===== config.mk =====
export PLATFORM = sky130hd
export DESIGN_NAME = bmp4_scan_unpack
export DESIGN_NICKNAME = d
export VERILOG_FILES = /design/src/rtl/bmp4_scan_unpack.sv
export SDC_FILE = /design/constraint.sdc
export NUM_CORES = 1
export LEC_CHECK = 0
export ABC_AREA = 0
export ABC_CLOCK_PERIOD_IN_PS = 5000
export BUFFER_PORTS_ARGS = -buffer_cell sky130_fd_sc_hd__clkbuf_2
export CORE_ASPECT_RATIO = 1.75
export CORE_MARGIN = 2
export CORE_UTILIZATION = 45
export DETAILED_ROUTE_END_ITERATION = 10
export HOLD_SLACK_MARGIN = 0.12
export PLACE_DENSITY = 0.73
export SETUP_SLACK_MARGIN = 0.2
export SLEW_MARGIN = 0
export SYNTH_ARGS = -nofsm -noshare
export SYNTH_HDL_FRONTEND = slang
export SYNTH_SLANG_ARGS = --single-unit

===== constraint.sdc =====
create_clock -name clk -period 5 [get_ports clk]
set_clock_uncertainty 0.1 [all_clocks]
set_input_delay 1 -clock clk [delete_from_list [all_inputs] [get_ports clk]]
set_output_delay 1 -clock clk [all_outputs]
set_load 0.1 [all_outputs]

===== src/rtl/bmp4_scan_unpack.sv =====
module bmp4_scan_unpack #(
  parameter int ACT_W     = 640,
  parameter int ACT_H     = 200,
  parameter int HDR_BYTES = 118,
  parameter int AW        = 17,
  parameter int XW        = 10,
  parameter int YW        = 8
) (
  input  logic          clk,
  input  logic          rst_n,
  input  logic          px_req,
  input  logic          de_in,
  input  logic [XW-1:0] x_in,
  input  logic [YW-1:0] y_in,
  output logic          mem_rd,
  output logic [AW-1:0] mem_addr,
  input  logic [7:0]    mem_data,
  output logic          de_out,
  output logic          inten,
  output logic          red,
  output logic          grn,
  output logic          blu
);
  localparam int ROW_BYTES = ACT_W / 2;
  localparam logic [3:0] BORDER = 4'b0001;

  logic [AW-1:0] row_flip, byte_addr;
  logic          fetch;

  assign row_flip  = AW'(ACT_H - 1) - AW'(y_in);
  assign byte_addr = AW'(HDR_BYTES) + row_flip * AW'(ROW_BYTES) + AW'(x_in >> 1);
  assign fetch     = px_req & de_in & ~x_in[0];

  logic       s1_req, s1_de, s1_odd;
  logic       s2_req, s2_de, s2_odd;
  logic [7:0] byte_q;
  logic [3:0] pix_q;

  always_ff @(posedge clk) begin
    if (!rst_n) begin
      s1_req   <= 1'b0;
      s1_de    <= 1'b0;
      s1_odd   <= 1'b0;
      s2_req   <= 1'b0;
      s2_de    <= 1'b0;
      s2_odd   <= 1'b0;
      mem_rd   <= 1'b0;
      mem_addr <= '0;
      byte_q   <= '0;
      pix_q    <= BORDER;
      de_out   <= 1'b0;
    end else begin
      s1_req <= px_req;
      s1_de  <= de_in;
      s1_odd <= x_in[0];
      mem_rd <= fetch;
      if (fetch) mem_addr <= byte_addr;
      s2_req <= s1_req;
      s2_de  <= s1_de;
      s2_odd <= s1_odd;
      if (s2_req) begin
        de_out <= s2_de;
        if (!s2_de) begin
          pix_q <= BORDER;
        end else if (s2_odd) begin
          pix_q <= byte_q[3:0];
        end else begin
          pix_q  <= mem_data[7:4];
          byte_q <= mem_data;
        end
      end
    end
  end

  assign {inten, red, grn, blu} = pix_q;
endmodule



==> results.md <==
Clock tree:
- Hold repair after CTS inserted 0 buffers.
- The clock passes through at most 2 buffers.
- The number of sinks driven by the clock tree is 33.
- The clock tree from TritonCTS is done.
- The post-CTS repair timing setup buffer count is 0.
- The clock tree synthesis step divided the H-tree into 2 levels.
- The tree is rooted in a sky130_fd_sc_hd__clkbuf_8.
- The number of cells upsized or downsized after cts is 0.
- TritonCTS created 5 clock buffers.
- After clock tree synthesis, the clock-pin slew on the worst setup and hold paths is roughly 0.06 ns.
- The later pin in the worst-skew pair is clocked with a latency of around 0.28 ns.

Routing:
- Summing over every cut layer, the via total after detailed routing is ~1900.
- The first-iteration detailed-routing DRC count is 24.
- Dividing the detail-routed wire length by the instance count gives about 12 um.
- The number of iterations in the first detailed-routing pass is 4.
- For this run, design rule violations remaining after detail routing come to 0.
- The count of nets left with antenna violations once routing finished came out at 0.
- Using the TritonRoute via totals, the vias-per-cell ratio works out to around 5.3.
- The total routed wirelength is around 4400 um.

GRT:
- The met1 usage is 0.169.
- For met2 alone, demand over resource in global routing was 0.366.
- For met3 alone, demand over resource in global routing was 0.0376.
- The overflow left after global routing is 0.
- The number of antenna violations at the first check in global routing is 0.
- The first global-routing pass estimated 7820 um of wire.
- The via count of the first global-routing pass is 1905.
- The overall track demand over capacity in global routing is 0.183.
- Entering global routing, the biggest net connects 24 pins.
- The busiest metal layer after global routing is met2.

Hold path:
- Counting instances, the worst hold path has a depth of 1.
- The path class of the tightest hold or removal check is flip-flop to flip-flop.

Floorplan:
- The initial core utilization is 0.465.
- The floorplan core area is between 4000 and 5000 um^2.
- In this run the vertical extent of the chip is 95.9 um.
- The die width is about 57 um.
- The die footprint is approximately 5400 um^2.
- The boundary pin count is 53.
- The count of standard-cell rows is 33.

Pwr:
- Summed over all nets, the switching power comes to roughly 300 uW.
- The share of total power dissipated in sequential elements is 0.353.
- The switching power share of the total is 0.381.
- The power density over the cells is slightly above 300 nW/um^2.
- The leakage power is between 1 and 1.5 nW.
- The worst voltage drop across the vdd grid is 0.191 mV.
- The internal power component is approximately 490 uW.
- The total design power is 790 uW.
- The relative contribution of combinational cells to total power is 0.408.
- The share of total power dissipated in the clock network is 0.239.

Cells and area:
- For this run, the share of the core covered by cells in the final layout is 0.547.
- After filler insertion, the fill cell instance count of the layout stands at 461.
- The area occupied by registers is about 660 um^2.
- From synthesis to final layout, the design area changed by 17.6%.
- The final standard cell area without fillers is roughly 2600 um^2.
- 0 antenna diodes ended up in the layout.
- In the final layout, the share of cells above drive strength 1 is 0.247.
- After the last flow step, the layout net total stands at around 360.
- After the flow finishes, the layout carries non-filler instances totaling between 300 and 400.
- Summing all multi-input logic gate instances after layout gives about 1400 um^2.

Yosys:
- The complex-gate fraction of the synthesized area was 0.196.
- The dominant combinational cell family by area after synthesis is compound AO/OA/AOI/OAI gates.
- The dominant synthesized flop cell is sky130_fd_sc_hd__dfxtp_1.
- Measured against the total synthesized area, the mux share comes to 0.0375.
- Dividing the synthesized area by the synthesized cell count gives ~8.6 um^2.
- In the post-synthesis netlist, the biggest area contributors are sky130_fd_sc_hd__dfxtp_1, sky130_fd_sc_hd__ha_1, sky130_fd_sc_hd__nor2_1.
- The post-synthesis adder-cell area fraction is 0.168.
- The post-synthesis share of cell area spent on and, or, nand and nor gates is 0.179.
- The cell area after technology mapping is 2170 um^2.
- The synthesized design spends more area on one cell type than any other, namely sky130_fd_sc_hd__dfxtp_1.
- The async set-reset flop share out of synthesis is 0.
- The share of synthesized area in the top cell type comes to 0.304.
- Synthesis handed over a netlist of 251 instances.
- The share of the synthesized netlist area taken by xor and xnor gates is 0.0669.
- The share of the Yosys chip area taken by registers is 0.304.
- The count of warnings emitted by yosys is 0.
- The count of flip-flops with a built-in enable after synthesis is 0.
- Synthesis instantiated 50 different standard cells from the library.
- When the netlist entered floorplanning its net count stood at 309.
- After synthesis the netlist holds a flip-flop and latch count of 33.

Worst setup path:
- The signal on the critical path passes through clkbuf_2 > inv_1 > ha_1 > ha_1 > fa_1 > a211oi_2 > nor2_1 > nor4b_4 > nand4_1 > xnor2_1 > o21ba_1.
- In this design, the largest share of critical-path delay is due to adder cells.
- The most critical setup path has its endpoint at mem_addr[15]$_SDFFE_PN0P_.
- The critical path is of the primary input to flip-flop type.
- The critical path runs through a total of 11 cells.
- The largest single stage delay on the critical path is between 0.4 and 0.5 ns.
- The worst reg2reg path endpoint is byte_q[3]$_SDFFE_PN0P_.
- The startpoint of the lowest-slack register-to-register path is s2_req$_SDFF_PN0_.
- The kind of start point of the critical path is a primary input.
- The most numerous cell on the critical path is sky130_fd_sc_hd__ha_1.
- In this run the worst path has a maximum fanout of 5.
- The worst setup path is captured at a flip-flop.
- The register-to-register setup slack is between 3 and 4 ns.
- The critical path data required time is between 5 and 6 ns.
- The count of cells along the worst register-to-register path is 4.
- The launch point of the worst path is y_in[3].
- On the critical path, the stage with the largest delay is an instance of sky130_fd_sc_hd__fa_1.
- The count of buffering cells on the critical path with inverters included is 2.
- For the worst setup path, the data arrival time is 3.64 ns.

Outcome:
- The flow ran to the end, and the final reports show no timing, DRC or antenna violations.

Timing:
- The final number of max-transition violations is 0.
- Dividing the final minimum period by the clock period gives 0.711.
- Setup violations remaining at the end of the flow were counted as 0.
- Across all hold checks on the routed design, the worst slack comes to between 0.3 and 0.4 ns.
- The max-slew headroom at the worst pin is 0.518.
- The total negative slack for setup checks is 0 ns.
- Static timing analysis puts the maximum clock frequency at between 200 and 300 MHz.
- The transition at the pin with the smallest max-transition slack is between 0.7 and 0.8 ns.
- Setup repair after global routing left no endpoint under its margin.
- The final worst-path setup slack is between 1 and 1.5 ns.
- The clock period could shrink to about 3.6 ns.
- The number of hold-slack violations in the final timing report came to 0.

Place:
- Detailed placement ended at an HPWL of 3660 um.
- The setup slack at placement is about 1.1 ns.
- Once placement completed, the tool counted placed cells totaling ~350.
- The standard cell area after detailed placement is approximately 2500 um^2.
- The routability-driven placement congestion ratio is approximately 0.80.
- Port buffering added 52 buffers.

Run:
- The number of max-capacitance violations reported is 0.
[cell type report]
type	instances	share of cell area
clock buffers	6	0.0284
clock inverters	2	0.00392
inverters	19	0.0279
multi-input cells	191	0.550
flip-flops and latches	33	0.259
well taps	52	0.0255
repair buffers	53	0.105
[worst min-delay path by stage]
stage	startpoint	end	slack, ns
6_report	s1_req$_SDFF_PN0_	s2_req$_SDFF_PN0_	0.34
5_1_grt	mem_addr[8]$_SDFFE_PN0P_	mem_addr[8]$_SDFFE_PN0P_	0.38
4_1_cts	s1_de$_SDFF_PN0_	s2_de$_SDFF_PN0_	0.35
3_5_place_dp	s1_req$_SDFF_PN0_	s2_req$_SDFF_PN0_	0.33
3_3_place_gp	s1_req$_SDFF_PN0_	s2_req$_SDFF_PN0_	0.31
2_1_floorplan	s1_de$_SDFF_PN0_	s2_de$_SDFF_PN0_	0.31
[cells in the mapped netlist (6+ instances only)]
cell,number
sky130_fd_sc_hd__dfxtp_1,33
sky130_fd_sc_hd__and2_1,7
sky130_fd_sc_hd__xor2_1,7
sky130_fd_sc_hd__a21oi_1,17
sky130_fd_sc_hd__ha_1,26
sky130_fd_sc_hd__o21ai_0,11
sky130_fd_sc_hd__nand2_1,22
sky130_fd_sc_hd__inv_1,19
sky130_fd_sc_hd__a211oi_1,6
sky130_fd_sc_hd__mux2i_1,7
sky130_fd_sc_hd__nor2_1,28
sky130_fd_sc_hd__xnor2_1,7
[flip-flops by register name (all words and copies together) (netlist names)]
signal	count
mem_addr	17
s2_odd	1
de_out	1
s2_req	1
s1_de	1
s2_de	1
pix_q	4
byte_q	4
mem_rd	1
s1_req	1
s1_odd	1
[cell usage in the layout, fill, tap and decap left out, drive strengths merged, types with 2 or more instances in the layout]
master and n:
a211oi 9, a21oi 19, a31oi 2, and2 7
clkbuf 58, clkinv 2, dfxtp 33, fa 2
ha 26, inv 19, mux2i 7, nand2 22
nand3 4, nand4 2, nor2 28, nor2b 2
nor3 2, o211ai 2, o21a 3, o21ai 13
o21bai 3, or2 3, or3 2, xnor2 7
xor2 7
[power by group through the flow]
stage | combinational (mW) | sequential [mW] | clock, mW
after floorplan | 0.203 | 0.343 | 0
after global placement | 0.320 | 0.285 | 0
after detailed placement | 0.323 | 0.285 | 0
after CTS | 0.325 | 0.279 | 0.194
after global routing | 0.358 | 0.280 | 0.206
final | 0.322 | 0.279 | 0.189
[kinds of logic (layout without fill, tap and decap cells)]
| group | after synthesis | count (layout) |
|---|---|---|
| compound gates | 61 | 61 |
| xor+xnor | 15 | 15 |
| fa+ha+maj | 28 | 28 |
| buf+inv | 27 | 80 |
| flops | 33 | 33 |
| mux | 8 | 8 |
| simple gates | 79 | 79 |
[metal layers]
metal,vias up,part of all wire
met5,-,0
met2,42,0.55
met4,0,0.025
met1,863,0.37
met3,7,0.049
li1,981,-
[worst register-to-register path: stages, from the launching register on]
cell	delay, ns
sky130_fd_sc_hd__dfxtp_1	0.35
sky130_fd_sc_hd__nand2_1	0.15
sky130_fd_sc_hd__or2_2	0.38
sky130_fd_sc_hd__mux2i_1	0.17
sky130_fd_sc_hd__nor2_1	0.06
Power figures use the tool's default switching activity.
